## config.mk

```make
export PLATFORM = sky130hd
export DESIGN_NAME = pcc_codec
export DESIGN_NICKNAME = d
export VERILOG_FILES = /design/src/rtl/pcc_pkg.sv /design/src/rtl/pcc_encoder.sv /design/src/rtl/pcc_hyp_decoder.sv /design/src/rtl/pcc_codec.sv
export SDC_FILE = /design/constraint.sdc
export NUM_CORES = 1
export LEC_CHECK = 0
export ABC_AREA = 0
export BUFFER_PORTS_ARGS = -buffer_cell sky130_fd_sc_hd__buf_4
export CORE_ASPECT_RATIO = 0.6
export CORE_MARGIN = 2
export CORE_UTILIZATION = 49
export DETAILED_ROUTE_END_ITERATION = 12
export PLACE_DENSITY = 0.74
export SLEW_MARGIN = 20
export SYNTH_ARGS = -nofsm -noshare
export SYNTH_HDL_FRONTEND = slang
export SYNTH_HIERARCHICAL = 1
export SYNTH_SLANG_ARGS = --single-unit
```

## constraint.sdc

```tcl
create_clock -name clk -period 1.7 [get_ports clk]
set_input_delay 0 -clock clk [delete_from_list [all_inputs] [get_ports clk]]
set_output_delay 0 -clock clk [all_outputs]
set_load 0.05 [all_outputs]
```

## src/rtl/pcc_pkg.sv

```systemverilog
package pcc_pkg;

    typedef enum logic [1:0] {
        DEC_CLEAN = 2'd0,
        DEC_FIXED = 2'd1,
        DEC_BAD   = 2'd2
    } dec_status_e;

    // Nested parity: bit k = XOR of d[k:0]; bits at or above w are zero.
    function automatic logic [31:0] chain_parity(input logic [31:0] d, input int w);
        logic [31:0] r;
        logic        acc;
        acc = 1'b0;
        r   = '0;
        for (int k = 0; k < 32; k++) begin
            acc  = acc ^ d[k];
            r[k] = (k < w) ? acc : 1'b0;
        end
        return r;
    endfunction

endpackage

```

## src/rtl/pcc_encoder.sv

```systemverilog
module pcc_encoder #(
    parameter int DATA_W = 8
) (
    input  logic                  clk,
    input  logic                  rst_n,
    input  logic                  start,
    input  logic [DATA_W-1:0]     data,
    output logic                  busy,
    output logic                  done,
    output logic [2*DATA_W-1:0]   word
);
    import pcc_pkg::*;

    localparam int WORD_W = 2 * DATA_W;
    localparam int CW     = $clog2(WORD_W);
    localparam int IW     = $clog2(DATA_W);
    localparam logic [CW-1:0] LAST = CW'(WORD_W - 1);
    localparam logic [CW-1:0] HALF = CW'(DATA_W);

    typedef struct packed {
        logic              busy;
        logic              done;
        logic [CW-1:0]     cnt;
        logic [DATA_W-1:0] src;
        logic [WORD_W-1:0] sr;
    } enc_state_t;

    enc_state_t s_d, s_q;
    logic [CW-1:0] pos;
    logic          in_bit;

    always_comb begin
        pos    = (s_q.cnt >= HALF) ? (s_q.cnt - HALF) : s_q.cnt;
        in_bit = s_q.src[IW'(pos)];
        s_d      = s_q;
        s_d.done = 1'b0;
        if (!s_q.busy) begin
            if (start) begin
                s_d.busy = 1'b1;
                s_d.cnt  = '0;
                s_d.src  = data;
                s_d.sr   = '0;
            end
        end else begin
            s_d.sr           = {in_bit, s_q.sr[WORD_W-1:1]};
            // self-feedback stage accumulates the running parity
            s_d.sr[DATA_W-1] = s_q.sr[DATA_W] ^ s_q.sr[DATA_W-1];
            if (s_q.cnt == LAST) begin
                s_d.busy = 1'b0;
                s_d.done = 1'b1;
            end else begin
                s_d.cnt = s_q.cnt + 1'b1;
            end
        end
    end

    always_ff @(posedge clk) begin
        if (!rst_n) s_q <= '0;
        else        s_q <= s_d;
    end

    assign busy = s_q.busy;
    assign done = s_q.done;
    assign word = s_q.sr;

    p_done_pulse_r3: assert property (@(posedge clk) disable iff (!rst_n)
        s_q.done |=> !s_q.done);
    p_done_after_busy_r3: assert property (@(posedge clk) disable iff (!rst_n)
        $rose(s_q.done) |-> $past(s_q.busy));
    p_upper_data_r1: assert property (@(posedge clk) disable iff (!rst_n)
        s_q.done |-> s_q.sr[WORD_W-1:DATA_W] == s_q.src);
    p_lower_chain_r2: assert property (@(posedge clk) disable iff (!rst_n)
        s_q.done |-> s_q.sr[DATA_W-1:0] ==
            DATA_W'(chain_parity(32'(s_q.sr[WORD_W-1:DATA_W]), DATA_W)));
    p_start_ignored_r4: assert property (@(posedge clk) disable iff (!rst_n)
        (s_q.busy && s_q.cnt != LAST) |=> $stable(s_q.src) && s_q.busy);

endmodule

```

## src/rtl/pcc_hyp_decoder.sv

```systemverilog
module pcc_hyp_decoder #(
    parameter int DATA_W = 8
) (
    input  logic [2*DATA_W-1:0]   rx_word,
    output logic [DATA_W-1:0]     fix_data,
    output pcc_pkg::dec_status_e  status
);
    import pcc_pkg::*;

    logic [DATA_W-1:0] rx_d, rx_cs, own_cs, match;

    assign rx_d   = rx_word[2*DATA_W-1:DATA_W];
    assign rx_cs  = rx_word[DATA_W-1:0];
    assign own_cs = DATA_W'(chain_parity(32'(rx_d), DATA_W));

    for (genvar i = 0; i < DATA_W; i++) begin : g_hyp
        logic [DATA_W-1:0] trial;
        assign trial    = rx_d ^ (DATA_W'(1) << i);
        assign match[i] = (DATA_W'(chain_parity(32'(trial), DATA_W)) == rx_cs);
    end

    always_comb begin
        fix_data = rx_d;
        status   = DEC_CLEAN;
        if (own_cs != rx_cs) begin
            if (|match) begin
                fix_data = rx_d ^ match;
                status   = DEC_FIXED;
            end else begin
                status   = DEC_BAD;
            end
        end
    end

endmodule

```

## src/rtl/pcc_codec.sv

```systemverilog
module pcc_codec #(
    parameter int DATA_W = 8
) (
    input  logic                  clk,
    input  logic                  rst_n,
    input  logic                  enc_start,
    input  logic [DATA_W-1:0]     enc_data,
    output logic                  enc_busy,
    output logic                  enc_done,
    output logic [2*DATA_W-1:0]   enc_word,
    input  logic                  dec_valid,
    input  logic [2*DATA_W-1:0]   dec_word,
    output logic                  dec_out_valid,
    output logic [DATA_W-1:0]     dec_data,
    output logic                  dec_fixed,
    output logic                  dec_bad
);
    import pcc_pkg::*;

    localparam int WORD_W = 2 * DATA_W;

    typedef struct packed {
        logic              vld;
        logic [DATA_W-1:0] data;
        logic              fixed;
        logic              bad;
    } dec_out_t;

    dec_out_t    o_d, o_q;
    logic [DATA_W-1:0] fix_data;
    dec_status_e       status;

    pcc_encoder #(.DATA_W(DATA_W)) u_enc (
        .clk   (clk),
        .rst_n (rst_n),
        .start (enc_start),
        .data  (enc_data),
        .busy  (enc_busy),
        .done  (enc_done),
        .word  (enc_word)
    );

    pcc_hyp_decoder #(.DATA_W(DATA_W)) u_dec (
        .rx_word  (dec_word),
        .fix_data (fix_data),
        .status   (status)
    );

    always_comb begin
        o_d     = o_q;
        o_d.vld = dec_valid;
        if (dec_valid) begin
            o_d.data  = fix_data;
            o_d.fixed = (status == DEC_FIXED);
            o_d.bad   = (status == DEC_BAD);
        end
    end

    always_ff @(posedge clk) begin
        if (!rst_n) o_q <= '0;
        else        o_q <= o_d;
    end

    assign dec_out_valid = o_q.vld;
    assign dec_data      = o_q.data;
    assign dec_fixed     = o_q.fixed;
    assign dec_bad       = o_q.bad;

    p_out_follows_in_r5: assert property (@(posedge clk) disable iff (!rst_n)
        dec_out_valid |-> $past(dec_valid));
    p_flags_exclusive_r8: assert property (@(posedge clk) disable iff (!rst_n)
        dec_out_valid |-> !(dec_fixed && dec_bad));
    p_good_matches_cs_r7: assert property (@(posedge clk) disable iff (!rst_n)
        (dec_out_valid && !dec_bad) |->
            DATA_W'(chain_parity(32'(dec_data), DATA_W)) == $past(dec_word[DATA_W-1:0]));
    p_bad_passthru_r8: assert property (@(posedge clk) disable iff (!rst_n)
        (dec_out_valid && dec_bad) |-> dec_data == $past(dec_word[WORD_W-1:DATA_W]));

endmodule

```

Word-level counts from Yosys, hierarchy flattened
Index checks and enable logic that the tools add are counted.

Register bits: 41. Bits of input ports: 28. Logic and storage cells: 98.

Add/subtract/negate cells: 2. Magnitude comparators: 2. Eq/ne operators: 13. Mux-type cells: 14. Bitwise logic cells: 53. Reductions and logical operators: 5.

Operator list (number): $eq A8 B8 Y1 (8); $xor A1 B1 Y1 (43); $mux W28 (1); $mux W16 (1); $mux W8 (2); $not A1 Y1 (9); $mux W4 (2); $ne A8 B8 Y1 (1); $reduce_or A8 Y1 (1); $xor A8 B8 Y8 (1); $mux W2 (3); $reduce_and A2 Y1 (3); $add A4 B1 Y4 const B (1); $eq A4 B4 Y1 const B (1); $ge A4 B4 Y1 const B (1); $lt A3 B4 Y1 const B (1); $bmux W1 S3 (1); $mux W1 (3); $mux W3 (1); $sub A3 B1 Y3 const B (1); $eq A2 B1 Y1 const B (1); $eq A2 B2 Y1 const B (1); $ne A2 B2 Y1 const B (1); $reduce_bool A2 Y1 (1).

Longest topological paths before layout
Gate-level depths: netlist of run 1.

Depth in word-level cells: 13. Gate-level depth with buffers: 9. Depth with buffers taken out: 8.

Hierarchy
Netlist of run 1, hierarchy kept.

Modules (own cells, without submodules): pcc_encoder (times used 1, cells an instance 163, area each 1451.4 sq um, seq. area each 600.6 sq um); pcc_hyp_decoder (times used 1, cells an instance 102, area each 793.3 sq um, seq. area each 0.0 sq um); pcc_codec (times used 1, cells an instance 36, area each 412.9 sq um, seq. area each 220.2 sq um).

Least setup slack after synthesis of run 1
OpenSTA, ideal clock, no wires.

Kind: input-to-reg. From: input dec_word[8]. To: register o_q, in the netlist dec_data[5]. Library setup time: 117 ps. Data arrival time: 1676 ps. Data required time: 1583 ps. Slack: -94 ps. Stages: 8. Path buffers: 0. Cell sequence: xnor2_4 xnor3_2 or2_4 mux2i_4 nand2_1 mux2_4 mux2i_1 nor2b_1.

Word-level cells in the longest chain between the ends: 12. Elaborated cells on any way between the ends: 56.

Ends and longest elaborated chain: start, declared (RTL line pcc_codec.sv:12) `input logic [2*DATA_W-1:0] dec_word,`; $not A1 Y1 (no line); $xor A1 B1 Y1 (7 in series) (RTL line pcc_pkg.sv:16) `acc = acc ^ d[k];`; $eq A8 B8 Y1 (RTL line pcc_hyp_decoder.sv:19) `assign match[i] = (DATA_W'(chain_parity(32'(trial), DATA_W)) == rx_cs);`; $reduce_or A8 Y1 (RTL line pcc_hyp_decoder.sv:26) `if (|match) begin`; $mux W8 (RTL line pcc_hyp_decoder.sv:26); $mux W8 (*) (RTL line pcc_hyp_decoder.sv:25) `if (own_cs != rx_cs) begin`; via fix_data[5] (RTL line pcc_codec.sv:30) `logic [DATA_W-1:0] fix_data;`; end signal, assigned (RTL line pcc_codec.sv:60) `if (!rst_n) o_q <= '0;`; end signal, assigned (RTL line pcc_codec.sv:61) `else o_q <= o_d;`; end, declared (RTL line pcc_codec.sv:29) `dec_out_t o_d, o_q;`.

Mark *: on every way through the listed nets, which the timed path passes. The rest lies on a longest branch. A chain may end at the register's enable or synchronous reset.

Worst setup path after layout of run 1
From: input dec_word[14]. To: register o_q, in the netlist dec_data[5].

Word-level cells in the longest chain between the ends: 7. Elaborated cells on any way between the ends: 31.

Ends and longest elaborated chain (RTL line): $not A1 Y1 (no line); $xor A1 B1 Y1 (2 in series) (pcc_pkg.sv:16); $eq A8 B8 Y1 (pcc_hyp_decoder.sv:19); $reduce_or A8 Y1 (pcc_hyp_decoder.sv:26); $mux W8 (pcc_hyp_decoder.sv:26); $mux W8 (*) (pcc_hyp_decoder.sv:25); via fix_data[5] (pcc_codec.sv:30).

Marked as above.

==> results.py, run 1 <==
metrics = {
    "logic_synthesis": {
        "synth_fa_ha_area_share_pct": 0.471,
        "yosysSeqAreaShare_pct": 30.9,
        "synth.mux.area_fraction_pct": 8.95,
        "syn_nets": 330,
        "synth-xor-area-share_pct": 8.85,
        "synth_top_area_cell": "dfxtp_1",
        "synth-edff-count": 0,
        "synth_area_um2": 2660,
        "ys_async_sr_fraction_pct": 0,
        "synth_top_area_share_pct": 30.9,
        "yosysWarnings": 6,
        "synth.area.top_cells": "dfxtp_1, nor2b_1, mux2i_1",
        "yosysMostFrequentCell": "dfxtp_1",
        "synth_cell_types": 61,
        "synth_compound_area_share_pct": 14.4,
        "synth_seq_cells": 41,
        "synth_common_cells": "dfxtp_1, nand2_1, nor2b_1",
        "synth-simple-area-share_pct": 27.1,
        "syn_area_per_cell_um2": 8.83,
        "synth_ff_type": "dfxtp_1",
        "synth_top_family_by_area": "simple AND/OR/NAND/NOR gates",
        "synthCells": 301,
    },
    "global_route": {
        "grt_pass1_vias": 1990,
        "grt_first_pass_wirelength_um": 9060,
        "grt_use_total_pct": 18.8,
        "antenna_found_initial": 0,
        "grt_max_degree": 45,
        "grt_overflow": 0,
    },
    "cts": {
        "clockRootBuffer": "clkbuf_8",
        "clkSinkCount": 41,
        "cts.htree.levels": 2,
        "clock_latency_ps": 290,
        "cts.path.max_buffers": 2,
        "clk_pin_slew_ps": 80,
        "cts_buffers": 5,
        "cts_tree": "yes",
    },
    "power_and_ir_drop": {
        "powerDensity_nw_per_um2": 701,
        "p_leak_nw": 1.48,
        "ir_worst_vdd_mv": 0.421,
        "power_mw": 2.42,
    },
    "worst_setup_path": {
        "crit_type": "primary input to flop",
        "critPathLaunchType": "primary input",
        "arrival_ps": 1900,
        "critPathRequiredTime_ps": 1880,
        "worstSetupEndpointType": "flop",
        "crit_path_max_fanout": 3,
    },
    "timing": {
        "max-slew-margin-rel_pct": 63.9,
        "clock-skew-final_ps": 5.46,
        "fin_crit_sh_pct": 101,
        "final_hold_viol_count": 0,
        "max_clock_freq_ghz": 0.583,
        "rsz0062_at_grt": "true",
        "setup_violations": 1,
        "setup_slack_ps": -16.6,
        "fin_crit_ps": 1720,
        "drv_slew": 0,
        "tightest_slew_ps": 541,
    },
    "floorplanning": {
        "dieHeight_um": 61.0,
        "dieArea_um2": 6050,
        "pin_count": 57,
        "fp.coreArea_um2": 5150,
        "num_rows": 20,
        "chipWidth_um": 99.1,
        "initial_core_util_pct": 51.6,
    },
    "placement": {
        "hpwlAfterDp_um": 4130,
        "dp_slack_ps": -260,
        "port_buffers": 56,
        "gp_congestion": 0.873,
    },
    "layout": {
        "drive_above_1_share_pct": 33.4,
        "diodes": 0,
        "syn2layout_area_growth_pct": 30.0,
        "nNetsFinal": 408,
    },
    "detailed_routing": {
        "postRouteAntennaNets": 0,
        "via_per_inst": 5.10,
        "finalWirelength_um": 5680,
        "routedWlPerCell_um": 12.7,
        "drtIter0Drc": 97,
        "drtPass1Iterations": 4,
        "vias": 2273,
        "drc": 0,
    },
    "min_path": {
        "hp-class": "primary input to flop",
    },
    "flow_run": {
        "drv_cap": 0,
    },
    "status": {
        "status": "finished with violations",
        "violations": "setup timing",
    },
}
kinds of logic (layout without fill, tap and decap cells):
| kind of cell | count (synthesis) | in the layout |
|---|---|---|
| AO/OA/AOI/OAI | 55 | 55 |
| flip-flops | 41 | 41 |
| XOR/XNOR | 18 | 18 |
| adder cells (fa/ha/maj) | 1 | 1 |
| buffers and inverters | 41 | 120 |
| multiplexers | 20 | 20 |
| AND/OR/NAND/NOR | 125 | 125 |
final cells by class:
type / count / area (um^2)
Inverter: 9 / 33.8
Fill cell: 429 / 1700
Tap cell: 66 / 82.6
Sequential cell: 41 / 821
Clock inverter: 2 / 10.0
Timing Repair Buffer: 103 / 801
Multi-Input combinational cell: 219 / 1640
Clock buffer: 6 / 72.6
power breakdown:
group	switching, mW	internal, mW	leakage (nW)	total [mW]
clock	0.319	0.284	0.0450	0.603
sequential	0.0271	0.994	0.334	1.02
combinational	0.411	0.388	1.10	0.798
total	0.757	1.67	1.48	2.42
worst max-delay path, cell delays in order:
cell and delay, ps:
buf_8 100, xnor3_1 370, xnor3_2 430, or2_4 290
mux2i_4 160, nand2_2 70, mux2_4 290, mux2i_1 130
nor2b_1 60
stage by stage:
stage                     cells  hold WS (ps)  TNS [ps]  area, um^2  utilization (%)
after CTS                   443          79.7         0        3400             65.9
final                       446          88.2     -16.6        3460             67.0
after global placement      427           261     -1250        3230             62.7
after detailed placement    427           271     -2000        3230             62.7
after global routing        446           111      -255        3460             67.0
after floorplan             301           128      -103        2670                -
placed cells by master (no fill, tap or decap), drive strengths merged, types with 7 or more instances in the layout:
cell and instances:
a21boi 10, a21oi 20, buf 95, dfxtp 41, dlygate4sd3 8, inv 9, mux2i 15, nand2 31
nand3 7, nor2 13, nor2b 26, nor3b 15, xnor2 11
state kept, by name, indices dropped and copies added (netlist names):
register	cells
dec_bad	1
dec_fixed	1
u_enc/s_q	12
dec_out_valid	1
u_enc/busy	1
dec_data	8
u_enc/done	1
u_enc/word	16
layer usage:
layer | share of wire [%] | wire (um) | global-route usage [%]
met3 | 4.4 | 250 | 4.54
met5 | 0 | 0 | 0
met4 | 0.55 | 31 | 4.11
met1 | 52 | 2960 | 26.4
met2 | 43 | 2440 | 30.1
path summary, 6_finish.rpt:
path,startpoint,to,slack [ps],cells after the start
setup / recovery,dec_word[14],dec_data[5],-20,9
hold reg to reg,u_enc/s_q[16],u_enc/s_q[16],470,2
setup reg to reg,u_enc/busy,u_enc/word[7],240,3
hold / removal,dec_valid,dec_fixed,90,3
what timing repair did:
action                                  4_1_cts  5_1_grt
endpoints found under the setup margin        0        6
buffers inserted                              0        3
endpoints found under the hold margin         8        0
resized for setup                             0        8
hold buffers                                  8        0
No activity file was read; power rests on OpenSTA's default activity.
==> run 2: changes to the inputs <==
--- a/config.mk
+++ b/config.mk
@@ -15,5 +15,4 @@
 export SLEW_MARGIN = 20
 export SYNTH_ARGS = -nofsm -noshare
 export SYNTH_HDL_FRONTEND = slang
-export SYNTH_HIERARCHICAL = 1
 export SYNTH_SLANG_ARGS = --single-unit
==> run 2 against run 1 <==
Compared with the run above:
- the run now ends clean
- flip-flop and latch count is the same
- die area shrank 4.9%
- area after synthesis shrank 5.1%
- core utilization shrank 4.9 points
- count of clock-buffer cells in the layout grew 1
- critical path depth shrank 1
- first-iteration DRC count grew 51%
- critical endpoint is now dec_bad
- largest power group unchanged
==> results.py, run 2 <==
metrics = {
    "status": {
        "status": "finished, final reports clean",
    },
    "power_and_ir_drop": {
        "p_int_mw": 1.59,
        "power_mw": 2.28,
        "p_comb_share_pct": 27.7,
        "pwr-share-seq_pct": 44.7,
        "p_sw_share_pct": 30.2,
        "powerDensity_nw_per_um2": 734,
        "p_sw_mw": 0.689,
        "p_leak_nw": 1.26,
        "clkPwrFrac_pct": 27.6,
        "ir_worst_vdd_mv": 0.513,
    },
    "cts": {
        "clk_pin_slew_ps": 80,
        "cts_buffers": 5,
        "cts_setup_buffers": 0,
        "cts.htree.levels": 2,
        "cts.path.max_buffers": 2,
        "clkSinkCount": 41,
        "cts_tree": "yes",
        "clock_latency_ps": 290,
        "clockRootBuffer": "clkbuf_8",
        "cts_resized": 0,
    },
    "layout": {
        "final_cell_mix": "buf_4, dfxtp_1, a21oi_1, nor2_1, nand2_1",
        "largest_reg_flops": 16,
        "multi_input_area_um2": 1470,
        "nNetsFinal": 390,
        "layout_commonest_cell": "buf_4",
        "syn2layout_area_growth_pct": 23.3,
        "regArea_um2": 821,
        "diodes": 0,
        "drive_above_1_share_pct": 26.9,
        "n_fill_cell": 447,
    },
    "timing": {
        "fin_crit_ps": 1590,
        "rsz0062_at_grt": "false",
        "max-slew-margin-rel_pct": 64.6,
        "final_hold_viol_count": 0,
        "fin_crit_sh_pct": 93.4,
        "clock-skew-final_ps": 6.65,
        "setup_slack_ps": 112,
        "drv_slew": 0,
        "max_clock_freq_ghz": 0.630,
        "setup_violations": 0,
        "tightest_slew_ps": 529,
    },
    "floorplanning": {
        "initial_core_util_pct": 50.4,
        "fp.coreArea_um2": 5000,
        "num_rows": 20,
        "dieArea_um2": 5750,
        "dieHeight_um": 59.6,
        "chipWidth_um": 96.6,
        "pin_count": 57,
    },
    "logic_synthesis": {
        "yosysMostFrequentCell": "dfxtp_1",
        "yosysSeqAreaShare_pct": 32.6,
        "synth.area.top_cells": "dfxtp_1, a21oi_1, buf_4",
        "syn_area_per_cell_um2": 8.16,
        "synthCells": 309,
        "synth_seq_cells": 41,
        "yosysWarnings": 0,
        "synth_cell_types": 50,
        "synth_top_area_cell": "dfxtp_1",
        "synth_top_area_share_pct": 32.6,
        "synth-edff-count": 0,
        "synth_common_cells": "dfxtp_1, a21oi_1, nor2_1",
        "synth_area_um2": 2520,
        "ys_async_sr_fraction_pct": 0,
        "synth_ff_type": "dfxtp_1",
        "syn_nets": 338,
    },
    "detailed_routing": {
        "routedWlPerCell_um": 12.9,
        "postRouteAntennaNets": 0,
        "via_per_inst": 5.31,
        "drtPass1Iterations": 4,
        "drtIter0Drc": 146,
        "drc": 0,
        "vias": 2268,
        "finalWirelength_um": 5500,
    },
    "worst_setup_path": {
        "cp_slowest_cell": "xnor3_2",
        "arrival_ps": 1750,
        "critPathMaxStageDelay_ps": 460,
        "r2r_slack_ps": 140,
        "critPathLaunchType": "primary input",
        "critPathRequiredTime_ps": 1870,
        "worstPathCellList": "buf_4 -> xnor3_2 -> xor2_1 -> or3_4 -> a21oi_4 -> o2111ai_1 -> o311ai_0 -> nand2_1",
        "worstSetupEndpointType": "flop",
        "crit_path_max_fanout": 7,
        "crit_type": "primary input to flop",
    },
    "flow_run": {
        "drv_cap": 0,
    },
    "global_route": {
        "grt_pass1_vias": 1938,
        "grt_first_pass_wirelength_um": 8960,
        "grt_max_degree": 32,
        "antenna_found_initial": 0,
        "grt_overflow": 0,
        "grt_use_total_pct": 19.4,
    },
    "placement": {
        "dp_slack_ps": -167,
        "gp_congestion": 0.904,
        "hpwlAfterDp_um": 4090,
        "port_buffers": 56,
    },
    "min_path": {
        "hp-class": "primary input to flop",
    },
}
[run 2: changes by cell type in the layout (fill, tap and decap cells not counted), moves of 8 or more]
cell,delta
a21boi_0,-8
a21oi_1,+16
buf_4,-19
nor2_1,+21
nor2b_1,-21
o21ai_0,+9
[run 2: power groups by stage]
| stage | logic (mW) | registers (mW) | clock network [mW] |
|---|---|---|---|
| after global placement | 0.599 | 1.04 | 0 |
| after floorplan | 0.361 | 1.10 | 0 |
| after detailed placement | 0.611 | 1.04 | 0 |
| after global routing | 0.683 | 1.02 | 0.672 |
| final | 0.632 | 1.02 | 0.631 |
| after CTS | 0.627 | 1.02 | 0.646 |
[run 2: path summary, 6_finish.rpt]
check                 from  cells after the start              to
max           dec_word[12]                      8         dec_bad
min reg2reg  u_enc.s_q[21]                      2   u_enc.s_q[21]
min              dec_valid                      2     dec_data[2]
max reg2reg  u_enc.s_q[24]                      4  u_enc.word[15]
[run 2: area by class of cell]
class	count	share of cell area (%)
timing repair buffer	83	20.7
clock buffer	7	2.78
multi-input combinational	227	47.1
tap	66	2.66
inverter	3	0.362
sequential	41	26.4
[run 2: logic make-up (layout without fill, tap and decap cells)]
logic type	Yosys count	after routing	share of synthesized area, %
XOR/XNOR	23	23	10.2
buffers and inverters	41	93	9.78
adder cells (fa/ha/maj)	1	1	0.496
AND/OR/NAND/NOR	121	121	24.2
AO/OA/AOI/OAI	70	70	16.9
flip-flops	41	41	32.6
multiplexers	12	12	5.86
[run 2: critical path, delay by kind of cell]
family | cells | cell delay [ps]
XOR/XNOR | 2 | 660
AO/OA/AOI/OAI | 3 | 560
AND/OR/NAND/NOR | 2 | 440
buffers and inverters | 1 | 90
[run 2: timing repair]
item,CTS,global route
endpoints found under the hold margin,8,0
setup endpoints to repair,0,0
hold buffers,8,0
[run 2: per-layer routing]
layer	up-vias	routed length (um)	track usage, %
met4	0	25	4.23
met1	1042	2780	28.3
met5	-	0	0
li1	1159	-	-
met2	65	2340	29.3
met3	2	359	4.95
[run 2: per-stage QoR]
step           setup TNS [ps]  hold WS, ps  cell area (um^2)  utilization [%]  cells
2_1_floorplan               0          136              2540                -    309
3_3_place_gp             -556          250              2940             58.8    412
3_5_place_dp            -1210          256              2940             58.8    412
4_1_cts                     0         6.73              3110             62.1    427
5_1_grt                     0         31.6              3110             62.1    427
6_report                    0         16.3              3110             62.1    427
==> run 3: changes to the inputs <==
--- a/config.mk
+++ b/config.mk
@@ -11,7 +11,7 @@
 export CORE_MARGIN = 2
 export CORE_UTILIZATION = 49
 export DETAILED_ROUTE_END_ITERATION = 12
-export PLACE_DENSITY = 0.74
+export PLACE_DENSITY_LB_ADDON = 0.12
 export SLEW_MARGIN = 20
 export SYNTH_ARGS = -nofsm -noshare
 export SYNTH_HDL_FRONTEND = slang
==> run 3 against run 2 <==
Compared with the run above:
- routed wire length shrank 2.6%
- global-route usage grew 0.44 points
- register-to-register slack gained 90 ps
- critical endpoint is now dec_fixed
- largest cell class unchanged
- highest routed layer unchanged
==> results.py, run 3 (synthesized netlist as in run 2, its figures left out) <==
metrics = {
    "layout": {
        "diodes": 0,
        "n_fill_cell": 458,
        "largest_reg_flops": 16,
        "layout.cells.non_filler": 429,
        "nNetsFinal": 391,
        "final_cell_mix": "buf_4, dfxtp_1, a21oi_1, nor2_1, nand2_1",
        "layout_commonest_cell": "buf_4",
        "syn2layout_area_growth_pct": 24.5,
        "drive_above_1_share_pct": 27.3,
    },
    "worst_setup_path": {
        "r2r-end": "u_enc.word[15]",
        "arrival_ps": 1740,
        "critPathLaunchType": "primary input",
        "r2r_slack_ps": 230,
        "cp-startpoint": "dec_word[7]",
        "critPathRequiredTime_ps": 1890,
        "cp-endpoint": "dec_fixed",
        "r2r-start": "u_enc.s_q[24]",
        "critPathMaxStageDelay_ps": 460,
        "cp_slowest_cell": "o211ai_1",
        "worstSetupEndpointType": "flop",
        "crit_type": "primary input to flop",
        "worstPathCellList": "buf_4 -> xor2_2 -> mux2i_1 -> nor3b_2 -> o211ai_1 -> and2_1 -> o31ai_1 -> a22o_1",
        "crit_path_max_fanout": 6,
        "rr_worst_depth": 4,
    },
    "detailed_routing": {
        "postRouteAntennaNets": 0,
        "via_per_inst": 5.23,
        "drtIter0Drc": 73,
        "drtPass1Iterations": 4,
        "finalWirelength_um": 5360,
        "vias": 2242,
        "drc": 0,
        "routedWlPerCell_um": 12.5,
    },
    "timing": {
        "rsz0062_at_grt": "false",
        "tightest_slew_ps": 579,
        "setup_slack_ps": 153,
        "setup_violations": 0,
        "max-slew-margin-rel_pct": 61.3,
        "drv_slew": 0,
        "max_clock_freq_ghz": 0.647,
        "fin_crit_ps": 1550,
        "whs_ps": 73.5,
        "final_hold_viol_count": 0,
        "fin_crit_sh_pct": 91.0,
        "clock-skew-final_ps": 3.68,
    },
    "flow_run": {
        "drv_cap": 0,
    },
    "floorplanning": {
        "num_rows": 20,
        "chipWidth_um": 96.6,
        "pin_count": 57,
        "dieArea_um2": 5750,
        "initial_core_util_pct": 50.4,
        "dieHeight_um": 59.6,
        "fp.coreArea_um2": 5000,
    },
    "power_and_ir_drop": {
        "powerDensity_nw_per_um2": 746,
        "ir_worst_vdd_mv": 0.424,
        "p_leak_nw": 1.28,
        "power_mw": 2.34,
    },
    "global_route": {
        "antenna_found_initial": 0,
        "grt_use_total_pct": 19.9,
        "grt_overflow": 0,
        "grt_max_degree": 33,
        "grt_pass1_vias": 1963,
        "grt_first_pass_wirelength_um": 9220,
    },
    "placement": {
        "hpwlAfterDp_um": 3960,
        "dp_cells": 411,
        "dp_slack_ps": -172,
        "port_buffers": 56,
        "gp_congestion": 0.835,
    },
    "cts": {
        "cts_setup_buffers": 0,
        "cts.path.max_buffers": 2,
        "clock_latency_ps": 290,
        "cts_buffers": 5,
        "clk_pin_slew_ps": 80,
        "cts.htree.levels": 2,
        "clockRootBuffer": "clkbuf_8",
        "clkSinkCount": 41,
        "cts_tree": "yes",
    },
    "status": {
        "status": "finished, final reports clean",
    },
    "min_path": {
        "hp-class": "primary input to flop",
    },
}
[run 3: cell count changes in the layout (fill, tap and decap cells not counted), sizes merged]
cell         previous run  this run
clkinv                  0         1
buf                    75        74
dlygate4sd3             8        10
[run 3: where the power goes]
part | switching (mW) | total, mW | leakage [nW] | internal [mW]
sequential | 0.0241 | 1.02 | 0.335 | 0.994
clock | 0.329 | 0.696 | 0.0542 | 0.367
combinational | 0.349 | 0.627 | 0.886 | 0.279
[run 3: worst max-delay path, delay by kind of cell]
family	cells	cell delay (ps)
multiplexers	1	370
XOR/XNOR	1	190
buffers and inverters	1	130
AND/OR/NAND/NOR	2	300
AO/OA/AOI/OAI	3	740
[run 3: worst min-delay path by stage]
stage,from,end,depth (start not counted)
floorplan,enc_data[0],u_enc.s_q[16],2
global placement,enc_data[6],u_enc.s_q[22],3
detailed placement,enc_data[3],u_enc.s_q[19],3
CTS,dec_word[13],dec_data[5],3
global route,dec_word[13],dec_data[5],3
finish,dec_word[13],dec_data[5],3
[run 3: repair_timing]
item | CTS | global route
resized for setup | 0 | 1
hold endpoints to repair | 13 | 0
hold buffers | 10 | 0
endpoints found under the setup margin | 0 | 2
[run 3: area by class of cell]
cell class | instances | area, um^2 | area share, %
multi-input cells | 227 | 1470 | 46.7
flip-flops and latches | 41 | 822 | 26.2
repair buffers | 84 | 656 | 20.9
clock buffers | 7 | 96.3 | 3.07
well taps | 66 | 82.6 | 2.63
inverters | 3 | 11.3 | 0.359
clock inverters | 1 | 5.00 | 0.159
[run 3: stage by stage]
stage / instance area, um^2 / setup TNS [ps] / utilization (%)
after global placement: 2940 / -682 / 58.7
final: 3140 / 0 / 62.7
after floorplan: 2540 / 0 / -
after CTS: 3140 / 0 / 62.7
after global routing: 3140 / 0 / 62.7
after detailed placement: 2940 / -1130 / 58.7
[run 3: metal layers]
metal  share of wire, %  GRT usage [%]  vias up
met3                4.6           4.95        4
met2                 40           28.5       46
met4               0.71           4.83        0
met1                 55           29.9     1024
met5                  0              0        -
li1                   -              -     1168
